[config.mk]
export PLATFORM = sky130hd
export DESIGN_NAME = icache_ctrl
export DESIGN_NICKNAME = d
export VERILOG_FILES = /design/src/rtl/icache_pkg.sv /design/src/rtl/icache_tag_store.sv /design/src/rtl/icache_data_store.sv /design/src/rtl/icache_line_buf.sv /design/src/rtl/icache_ctrl.sv
export SDC_FILE = /design/constraint.sdc
export NUM_CORES = 1
export LEC_CHECK = 0
export ABC_AREA = 1
export BUFFER_PORTS_ARGS = -buffer_cell sky130_fd_sc_hd__buf_2
export CORE_UTILIZATION = 41
export DETAILED_ROUTE_END_ITERATION = 8
export GPL_ROUTABILITY_DRIVEN = 0
export PLACE_DENSITY = 0.67
export SLEW_MARGIN = 20
export SYNTH_ARGS = -nofsm -noshare
export SYNTH_HDL_FRONTEND = slang
export SYNTH_HIERARCHICAL = 1
export SYNTH_SLANG_ARGS = --single-unit
[constraint.sdc]
create_clock -name clk -period 8.3 [get_ports clk]
set_clock_uncertainty 0.1 [all_clocks]
set_input_delay 0.415 -clock clk [delete_from_list [all_inputs] [get_ports clk]]
set_output_delay 0.415 -clock clk [all_outputs]
set_load 0.1 [all_outputs]
[src/rtl/icache_pkg.sv]
package icache_pkg;

   typedef enum logic [2:0] {
      ST_IDLE     = 3'd0,
      ST_PICK     = 3'd1,
      ST_FILL     = 3'd2,
      ST_COMMIT   = 3'd3,
      ST_UNC_WAIT = 3'd4,
      ST_UNC_GIVE = 3'd5,
      ST_FAULT    = 3'd6
   } ic_state_e;

endpackage

[src/rtl/icache_tag_store.sv]
module icache_tag_store #(
   parameter int SETS  = 8,
   parameter int IDX_W = 3,
   parameter int TAG_W = 25
) (
   input  logic             clk,
   input  logic             rst_n,
   input  logic [IDX_W-1:0] rd_idx,
   output logic [TAG_W-1:0] rd_tag,
   output logic             rd_valid,
   input  logic             wr_en,
   input  logic [IDX_W-1:0] wr_idx,
   input  logic [TAG_W-1:0] wr_tag
);

   logic [SETS-1:0]  valid_q;
   logic [TAG_W-1:0] tag_q [SETS];

   for (genvar s = 0; s < SETS; s++) begin : g_set
      always_ff @(posedge clk) begin
         if (!rst_n) begin
            valid_q[s] <= 1'b0;
            tag_q[s]   <= '0;
         end else if (wr_en && (wr_idx == IDX_W'(s))) begin
            valid_q[s] <= 1'b1;
            tag_q[s]   <= wr_tag;
         end
      end
   end

   assign rd_tag   = tag_q[rd_idx];
   assign rd_valid = valid_q[rd_idx];

   // no set becomes valid without a write to it
   p_valid_needs_write_r1: assert property (@(posedge clk) disable iff (!rst_n)
      $rose(valid_q[rd_idx]) |-> $past(wr_en));

endmodule

[src/rtl/icache_data_store.sv]
module icache_data_store #(
   parameter int SETS       = 8,
   parameter int IDX_W      = 3,
   parameter int LINE_WORDS = 4,
   parameter int WSEL_W     = 2,
   parameter int WORD_W     = 32
) (
   input  logic                         clk,
   input  logic                         wr_en,
   input  logic [IDX_W-1:0]             wr_idx,
   input  logic [LINE_WORDS*WORD_W-1:0] wr_line,
   input  logic [IDX_W-1:0]             rd_idx,
   input  logic [WSEL_W-1:0]            rd_wsel,
   output logic [WORD_W-1:0]            rd_word
);

   localparam int LINE_W = LINE_WORDS * WORD_W;

   logic [LINE_W-1:0] line_q [SETS];
   logic [LINE_W-1:0] sel_line;

   always_ff @(posedge clk) begin
      if (wr_en) line_q[wr_idx] <= wr_line;
   end

   assign sel_line = line_q[rd_idx];
   assign rd_word  = sel_line[rd_wsel*WORD_W +: WORD_W];

endmodule

[src/rtl/icache_line_buf.sv]
module icache_line_buf #(
   parameter int LINE_WORDS = 4,
   parameter int WSEL_W     = 2,
   parameter int WORD_W     = 32
) (
   input  logic                         clk,
   input  logic                         rst_n,
   input  logic                         clear,
   input  logic                         push,
   input  logic [WORD_W-1:0]            push_data,
   output logic [LINE_WORDS*WORD_W-1:0] line,
   output logic                         last
);

   logic [WSEL_W-1:0] cnt_q;

   always_ff @(posedge clk) begin
      if (!rst_n || clear) cnt_q <= '0;
      else if (push)       cnt_q <= cnt_q + 1'b1;
   end

   for (genvar w = 0; w < LINE_WORDS; w++) begin : g_word
      logic [WORD_W-1:0] word_q;
      always_ff @(posedge clk) begin
         if (!rst_n)                              word_q <= '0;
         else if (push && (cnt_q == WSEL_W'(w))) word_q <= push_data;
      end
      assign line[w*WORD_W +: WORD_W] = word_q;
   end

   assign last = (cnt_q == WSEL_W'(LINE_WORDS - 1));

   // words land in order: the slot counter advances by one per accepted word
   p_in_order_r5: assert property (@(posedge clk) disable iff (!rst_n)
      (push && !clear) |=> (cnt_q == $past(cnt_q) + 1'b1));

endmodule

[src/rtl/icache_ctrl.sv]
module icache_ctrl #(
   parameter int ADDR_W     = 32,
   parameter int WORD_W     = 32,
   parameter int LINE_WORDS = 4,
   parameter int SETS       = 8
) (
   input  logic              clk,
   input  logic              rst_n,
   input  logic              fetch_req,
   input  logic [ADDR_W-1:0] fetch_addr,
   input  logic              fetch_unc,
   output logic [WORD_W-1:0] fetch_instr,
   output logic              fetch_stall,
   output logic              fetch_err,
   output logic              fill_req,
   output logic              fill_unc,
   output logic [ADDR_W-1:0] fill_addr,
   input  logic              fill_rvalid,
   input  logic              fill_rerr,
   input  logic [WORD_W-1:0] fill_rdata
);
   import icache_pkg::*;

   localparam int BYTES_W = WORD_W / 8;
   localparam int BSEL_W  = $clog2(BYTES_W);
   localparam int WSEL_W  = $clog2(LINE_WORDS);
   localparam int OFS_W   = BSEL_W + WSEL_W;
   localparam int IDX_W   = $clog2(SETS);
   localparam int TAG_W   = ADDR_W - IDX_W - OFS_W;

   if ((WORD_W % 8) != 0 || (1 << BSEL_W) != BYTES_W) begin : g_bad_word
      $error("WORD_W must be a power-of-two number of bytes");
   end
   if ((1 << WSEL_W) != LINE_WORDS || LINE_WORDS < 2) begin : g_bad_line
      $error("LINE_WORDS must be a power of two of at least 2");
   end
   if ((1 << IDX_W) != SETS || SETS < 2) begin : g_bad_sets
      $error("SETS must be a power of two of at least 2");
   end
   if (TAG_W < 1) begin : g_bad_tag
      $error("address too narrow for the geometry");
   end

   ic_state_e         state_q, state_d;
   logic [ADDR_W-1:0] lat_addr_q;

   logic [IDX_W-1:0]  req_idx, lat_idx;
   logic [TAG_W-1:0]  req_tag, lat_tag;
   logic [WSEL_W-1:0] req_wsel;
   logic [TAG_W-1:0]  rd_tag;
   logic              rd_valid, hit;
   logic [WORD_W-1:0] rd_word;
   logic [LINE_WORDS*WORD_W-1:0] buf_line;
   logic              buf_last, buf_push, buf_clear, arr_we;
   logic              take_miss, take_unc;

   assign req_idx  = fetch_addr[OFS_W +: IDX_W];
   assign req_tag  = fetch_addr[ADDR_W-1 -: TAG_W];
   assign req_wsel = fetch_addr[BSEL_W +: WSEL_W];
   assign lat_idx  = lat_addr_q[OFS_W +: IDX_W];
   assign lat_tag  = lat_addr_q[ADDR_W-1 -: TAG_W];

   icache_tag_store #(.SETS(SETS), .IDX_W(IDX_W), .TAG_W(TAG_W)) u_tags (
      .clk     (clk),
      .rst_n   (rst_n),
      .rd_idx  (req_idx),
      .rd_tag  (rd_tag),
      .rd_valid(rd_valid),
      .wr_en   (arr_we),
      .wr_idx  (lat_idx),
      .wr_tag  (lat_tag)
   );

   icache_data_store #(.SETS(SETS), .IDX_W(IDX_W), .LINE_WORDS(LINE_WORDS),
                       .WSEL_W(WSEL_W), .WORD_W(WORD_W)) u_data (
      .clk    (clk),
      .wr_en  (arr_we),
      .wr_idx (lat_idx),
      .wr_line(buf_line),
      .rd_idx (req_idx),
      .rd_wsel(req_wsel),
      .rd_word(rd_word)
   );

   icache_line_buf #(.LINE_WORDS(LINE_WORDS), .WSEL_W(WSEL_W), .WORD_W(WORD_W)) u_buf (
      .clk      (clk),
      .rst_n    (rst_n),
      .clear    (buf_clear),
      .push     (buf_push),
      .push_data(fill_rdata),
      .line     (buf_line),
      .last     (buf_last)
   );

   assign hit       = rd_valid && (rd_tag == req_tag);
   assign take_unc  = fetch_req && fetch_unc;
   assign take_miss = fetch_req && !fetch_unc && !hit;

   always_comb begin
      state_d = state_q;
      unique case (state_q)
         ST_IDLE: begin
            if (take_unc)       state_d = ST_UNC_WAIT;
            else if (take_miss) state_d = ST_PICK;
         end
         ST_PICK:   state_d = ST_FILL;
         ST_FILL: begin
            if (fill_rvalid && fill_rerr)      state_d = ST_FAULT;
            else if (fill_rvalid && buf_last)  state_d = ST_COMMIT;
         end
         ST_COMMIT: state_d = ST_IDLE;
         ST_UNC_WAIT: begin
            if (fill_rvalid) state_d = fill_rerr ? ST_FAULT : ST_UNC_GIVE;
         end
         ST_UNC_GIVE: state_d = ST_IDLE;
         ST_FAULT:    state_d = ST_IDLE;
         default:     state_d = ST_IDLE;
      endcase
   end

   always_ff @(posedge clk) begin
      if (!rst_n) begin
         state_q    <= ST_IDLE;
         lat_addr_q <= '0;
      end else begin
         state_q <= state_d;
         if (state_q == ST_IDLE && (take_unc || take_miss)) lat_addr_q <= fetch_addr;
      end
   end

   assign buf_clear = (state_q == ST_IDLE);
   assign buf_push  = (state_q == ST_FILL || state_q == ST_UNC_WAIT) &&
                      fill_rvalid && !fill_rerr;
   assign arr_we    = (state_q == ST_COMMIT);

   assign fill_req  = (state_q == ST_FILL) || (state_q == ST_UNC_WAIT);
   assign fill_unc  = (state_q == ST_UNC_WAIT);
   assign fill_addr = fill_unc ? {lat_addr_q[ADDR_W-1:BSEL_W], {BSEL_W{1'b0}}}
                               : {lat_addr_q[ADDR_W-1:OFS_W], {OFS_W{1'b0}}};

   always_comb begin
      unique case (state_q)
         ST_IDLE:     fetch_stall = take_unc || take_miss;
         ST_UNC_GIVE: fetch_stall = 1'b0;
         ST_FAULT:    fetch_stall = 1'b0;
         default:     fetch_stall = 1'b1;
      endcase
   end

   assign fetch_err   = (state_q == ST_FAULT);
   assign fetch_instr = (state_q == ST_UNC_GIVE) ? buf_line[WORD_W-1:0] :
                        (state_q == ST_FAULT)    ? '0 : rd_word;

   // a cached request that misses in idle must stall at once
   p_miss_stalls_r4: assert property (@(posedge clk) disable iff (!rst_n)
      (state_q == ST_IDLE && fetch_req && !fetch_unc && !hit) |-> fetch_stall);

   // the select state lasts one cycle and leads into the line fill
   p_pick_then_fill_r4: assert property (@(posedge clk) disable iff (!rst_n)
      (state_q == ST_PICK) |=> (fill_req && !fill_unc));

   // an unanswered fill request keeps its address steady
   p_fill_held_r4: assert property (@(posedge clk) disable iff (!rst_n)
      (fill_req && !fill_rvalid) |=> (fill_req && $stable(fill_addr)));

   // arrays are written only right after the final good line word
   p_commit_after_fill_r5: assert property (@(posedge clk) disable iff (!rst_n)
      arr_we |-> $past(state_q == ST_FILL && fill_rvalid && !fill_rerr));

   // uncached word is handed over one cycle after its response
   p_unc_give_r6: assert property (@(posedge clk) disable iff (!rst_n)
      (fill_req && fill_unc && fill_rvalid && !fill_rerr) |=> (!fetch_stall && !arr_we));

   // fault lasts a single cycle and writes nothing
   p_fault_pulse_r7: assert property (@(posedge clk) disable iff (!rst_n)
      fetch_err |=> (!fetch_err && !arr_we));

endmodule

==> Word-level counts from Yosys, hierarchy flattened <==
Memory sizes are Yosys's and may differ from the RTL's.
Index checks and enable logic that the tools add are counted.
{ "totals": {"ff_bits": 173, "ram_bits": 1224, "output_inout_bits": 68, "elab_cells": 129, "n_memories": 2} }
{ "mem_list": {"columns": ["memory", "words", "width", "read_ports", "rd_ports_with_merged_regs", "write_ports", "line", "rtl"], "rows": [
  ["u_data.line_q", 8, 128, 1, 0, 1, "icache_data_store.sv:19", "logic [LINE_W-1:0] line_q [SETS];"],
  ["u_tags.tag_q", 8, 25, 1, 0, 8, "icache_tag_store.sv:17", "logic [TAG_W-1:0] tag_q [SETS];"]
]} }
{ "op_classes": {"n_addsub": 1, "magnitude_cmp": 1, "eq_ne": 20, "shift": 1, "muxes": 48, "n_bitwise": 8, "n_reduce_logical": 33} }
{ "op_table": {"columns": ["op", "count"], "rows": [
  ["25-bit 2-to-1 mux", 8],
  ["128-bit by 8-bit indexed part select with 32-bit output", 1],
  ["32-bit 2-to-1 mux", 2],
  ["1-bit 2-to-1 mux", 28],
  ["25-bit == test", 1],
  ["3-bit == test, second input constant", 7],
  ["1-bit logical AND", 21],
  ["3-bit 2-to-1 mux", 5],
  ["3-bit by 2-bit == test with 1-bit output, second input constant", 4],
  ["3-bit one-hot mux with 4 select lines", 1],
  ["1-bit bitwise OR", 8],
  ["3-bit by 1-bit == test with 1-bit output, second input constant", 2],
  ["3-bit logical NOT", 2],
  ["3-bit != test, second input constant", 2],
  ["2-bit == test, second input constant", 2],
  ["1-bit logical NOT", 4],
  ["3-bit by 4-bit < comparator with 1-bit output, second input constant", 1],
  ["4-bit 2-to-1 mux", 1],
  ["1-bit binary-select mux with 3-bit select", 1],
  ["1-bit logical OR", 3],
  ["3-bit AND reduction", 1],
  ["2-bit by 1-bit adder with 2-bit output, second input constant", 1],
  ["2-bit by 1-bit == test with 1-bit output, second input constant", 1],
  ["2-bit logical NOT", 1],
  ["4 further kinds", 4]
]} }

==> Depth between registers and ports, before layout <==
{ "logic_depth": {"depth_word": 8, "ltp_mapped": 21, "ltp_nobuf": 18} }

==> Hierarchy <==
The synthesis kept the hierarchy.
{ "modules_own_cells": {"columns": ["mod", "instances", "cells_each", "area_each_um2", "seq_area_each_um2"], "rows": [
  ["icache_data_store", 1, 3472, 41656.2, 30749.5],
  ["icache_tag_store", 1, 1185, 10105.9, 6165.9],
  ["icache_line_buf", 1, 828, 5454.0, 2602.5],
  ["icache_ctrl", 1, 465, 2831.5, 660.6]
]} }

==> Worst setup path after synthesis <==
No wires, ideal clock.
{ "synth_timing": {"path_type": "register -> register", "start": "reg state_q[2]", "end": "mem u_data/line_q[1][0] (netlist bit), enable pin", "arrival_ns": 6.095, "required_ns": 7.582, "setup_slack_ns": 1.487, "path_stages_with_launch": 5, "n_path_buf": 1, "synth_period_minus_slack_ns": 6.813, "path_cell_list": "dfxtp_1 -> buf_4 -> nor2_1 -> nand2_1 -> nor2_1"} }
{ "synth_via": {"elab_chain_len": 3} }
{ "synth_rtl": {"columns": ["element", "line", "rtl"], "rows": [
  ["start, declared", "icache_ctrl.sv:44", "ic_state_e state_q, state_d;"],
  ["start signal, assigned", "icache_ctrl.sv:126", "state_q <= state_d;"],
  ["3-bit by 2-bit == test with 1-bit output", "icache_ctrl.sv:134", "assign arr_we = (state_q == ST_COMMIT);"],
  ["via arr_we", "icache_ctrl.sv:54", "logic buf_last, buf_push, buf_clear, arr_we;"],
  ["1-bit 2-to-1 mux", "icache_data_store.sv:23", "if (wr_en) line_q[wr_idx] <= wr_line;"],
  ["1-bit 2-to-1 mux (implied by the code)", "icache_data_store.sv:23", null],
  ["end, declared", "icache_data_store.sv:19", null]
]} }
The timed path passes the listed nets, and every way through them passes these cells.

==> Worst setup path after layout <==
{ "layout_timing": {"start": "in fetch_addr[4]", "end": "out fetch_instr[23]"} }
{ "layout_via": {"elab_chain_len": 4} }
{ "layout_rtl": {"columns": ["element", "line", "rtl"], "rows": [
  ["start, declared", "icache_ctrl.sv:10", "input logic [ADDR_W-1:0] fetch_addr,"],
  ["memory 8 x 128 bit", null, null],
  ["128-bit by 8-bit indexed part select with 32-bit output", "icache_data_store.sv:27", "assign rd_word = sel_line[rd_wsel*WORD_W +: WORD_W];"],
  ["via rd_word[23]", "icache_ctrl.sv:52", "logic [WORD_W-1:0] rd_word;"],
  ["32-bit 2-to-1 mux", "icache_ctrl.sv:152", "(state_q == ST_FAULT) ? '0 : rd_word;"],
  ["32-bit 2-to-1 mux", "icache_ctrl.sv:151", "assign fetch_instr = (state_q == ST_UNC_GIVE) ? buf_line[WORD_W-1:0] :"],
  ["end, declared", "icache_ctrl.sv:12", "output logic [WORD_W-1:0] fetch_instr,"]
]} }
The timed path passes the listed nets, and every way through them passes these cells.

==> flow_summary.ini <==
[run_status]
status = complete, no violations

[timing]
hold_slack_ns = 0.06134
slew_headroom = 0.2447
fin_crit_sh = 0.6409
max_freq_mhz = 188.0
finalSetupViolCount = 0
rsz0062_at_grt = no
final_max_slew_viol_count = 0
min_period_ns = 5.319
tightest_slew_ns = 1.132
finalHoldViolCount = 0
finalSetupTns_ns = 0

[clocking]
clk_path_buf_depth = 3
path_clk_slew_ns = 0.05
cts_tree = done
post-cts-setup-buffers = 0
worstSkewPairLatency_ns = 0.78
numCtsBuffers = 143
root_buffer = clkbuf_16
cts_htree_levels = 4
clock-sinks = 1395

[layout]
syn_to_final_growth_pct = 11.25
fin_util = 0.4589
final_common_cell = nand2_1
finalNetCount = 6076
final_cell_mix = 2135 x nand2_1, 1224 x edfxtp_1, 878 x nand3_1, 530 x nor2_1, 480 x inv_1
fin_area_mm2 = 0.06680
drive_above_1_share = 0.07057

[power_and_ir_drop]
power_leakage_nw = 26.96
ir_drop_v = 0.0002237
totalPowerFinal_mw = 16.45
power_density_mw_per_mm2 = 246.2

[floorplanning]
die_y_um = 384.7
die_area_mm2 = 0.1480
die_w_um = 384.7
initial_core_util = 0.4125
row_count = 140
num_io_pins = 138
core_mm2 = 0.1456

[worst_setup_path]
r2r_cells = 6
critPathBufInv = 5
rrSetupSlack_ns = 4.59
cp_top_family = buffers and inverters
cp_common_cell = nand2_1
cp.arrival_ns = 4.80
crit_fanout = 120
path_cells = buf_8, buf_4, buf_4, nand2_1, nand3_1, nand3_1, nand2_1, nand2_1, nand2_1, nand2_1, nand2_1, inv_1, o22ai_1, buf_2
timing.rr.start = state_q[0]$_SDFFE_PN0P_
cp-end-kind = primary output
slowest_delay_ns = 0.87
critPathLaunchType = input port
crit_required_ns = 7.79
critPathKind = in -> out
worstReg2RegEnd = u_data/line_q[4][123]$_DFFE_PP_
cp_slowest_cell = buf_4

[route]
initialDrtViolationCount = 4024
routed-via-count = 41320
drt_pass1_iterations = 6
viasPerCell = 5.135
drtAntennaViolNets = 0
detail_route.wl_per_cell_um = 19.52
drc = 0
totalWireLength_mm = 157.1

[synthesis]
syn_area_mm2 = 0.06005
synth-seq-area-share = 0.6691
synth_ff_type = edfxtp_1
ys_seq_elements = 1395
synth_edf_count = 1224
ys_types = 34
ys.warnings.count = 6
syn_area_per_cell_um2 = 10.09
netlist_instances = 5950
ys_async_sr_fraction = 0

[global_routing]
gr-usage-met2 = 0.3524
gr-max-usage-layer = met2
grt.total_usage = 0.2108
grt_pass1_wl_mm = 235.0
grtUsageMet1 = 0.2804
overflow = 0
grt_max_degree = 171
grtUsageMet3 = 0.02792
grt_pass1_vias = 38530
antenna_found_initial = 13

[flow_run]
drv_cap = 0

[min_path]
min_delay_path_depth = 7
holdCritPathClass = in -> reg
whs_endpoint = state_q[2]$_SDFFE_PN0P_
holdCritStartpoint = fetch_unc

[placement]
portBuffers = 133
dp_hpwl_mm = 76.53
place_area_mm2 = 0.06125
kinds of logic (layout without fill, tap and decap cells):
kind of cell,Yosys count,after routing,synth area share
AOI/OAI and AO/OA,96,96,0.008772
xor gates and xnor gates,4,4,0.0005835
adders and majority gates,4,4,0.0008335
buffers and inverters,854,1025,0.07393
DFF,1395,1395,0.6691
other,1,10,0.00006245
and+or+nand+nor,3596,3596,0.2467
synth_stat cells, types with 5 or more instances:
cell | number | area share
nand2_1 | 2135 | 0.13
edfxtp_1 | 1224 | 0.61
nand3_1 | 879 | 0.073
nor2_1 | 538 | 0.034
inv_1 | 481 | 0.030
dfxtp_1 | 171 | 0.057
buf_2 | 149 | 0.012
buf_6 | 97 | 0.018
buf_4 | 67 | 0.0084
a21oi_1 | 36 | 0.0030
o22ai_1 | 32 | 0.0033
nand3b_1 | 28 | 0.0035
clkbuf_1 | 25 | 0.0016
buf_1 | 23 | 0.0014
o21ai_0 | 23 | 0.0019
buf_8 | 5 | 0.0013
routing by layer:
layer / wire length (um) / vias to the layer above / part of all wire
li1: - / 19590 / -
met1: 64600 / 19780 / 0.41
met2: 75450 / 1668 / 0.48
met3: 12250 / 286 / 0.078
met4: 4771 / 4 / 0.030
met5: 27 / - / 0.00017
registers in the layout, summed over array words and instances (netlist names):
register             flops
state_q                  3
u_tags/tag_q           200
u_buf/g_word.word_q    128
u_tags/valid_q           8
lat_addr_q              30
u_buf/cnt_q              2
u_data/line_q         1024
area by class of cell:
class                      instances  area [um^2]
tap                             1917         2399
antenna                            8        20.02
clock buffer                     211         4005
fill                           13130        78760
inverter                         487         1859
clock inverter                    54        724.4
multi-input combinational       3702        15550
timing repair buffer             273         2064
sequential                      1395        40180
what timing repair did:
action                                 in CTS  in global routing
endpoints found under the hold margin     155                  0
resized for setup                           0                  0
hold buffers                               80                  0
per-stage QoR:
| stage | std cells | worst slack, ns |
|---|---|---|
| global placement | 7694 | 2.988 |
| finish | 8047 | 2.981 |
| floorplan | 5951 | 1.487 |
| global route | 8042 | 2.671 |
| detailed placement | 7694 | 2.938 |
| CTS | 8039 | 2.932 |
worst min-delay path, stage by stage:
cell	delay, ns
buf_2	0.08
nand2_1	0.04
inv_1	0.08
nand2_2	0.06
o31ai_1	0.06
o21ai_0	0.07
inv_1	0.05
worst max path at each step:
| stage | slack (ns) | startpoint | to | depth (start not counted) |
|---|---|---|---|---|
| CTS | 2.93 | fetch_addr[4] | fetch_instr[23] | 14 |
| global placement | 2.99 | fetch_addr[4] | fetch_instr[23] | 14 |
| floorplan | 1.49 | state_q[2]$_SDFFE_PN0P_ | u_data/line_q[1][0]$_DFFE_PP_ | 4 |
| detailed placement | 2.94 | fetch_addr[4] | fetch_instr[23] | 14 |
| finish | 2.98 | fetch_addr[4] | fetch_instr[23] | 14 |
| global route | 2.67 | fetch_addr[4] | fetch_instr[23] | 14 |
power breakdown:
part / total (mW) / internal, mW / switching [mW]
Sequential: 7.94 / 7.80 / 0.140
Clock: 6.41 / 3.70 / 2.71
Combinational: 2.10 / 0.455 / 1.65
Power figures use the tool's default switching activity.
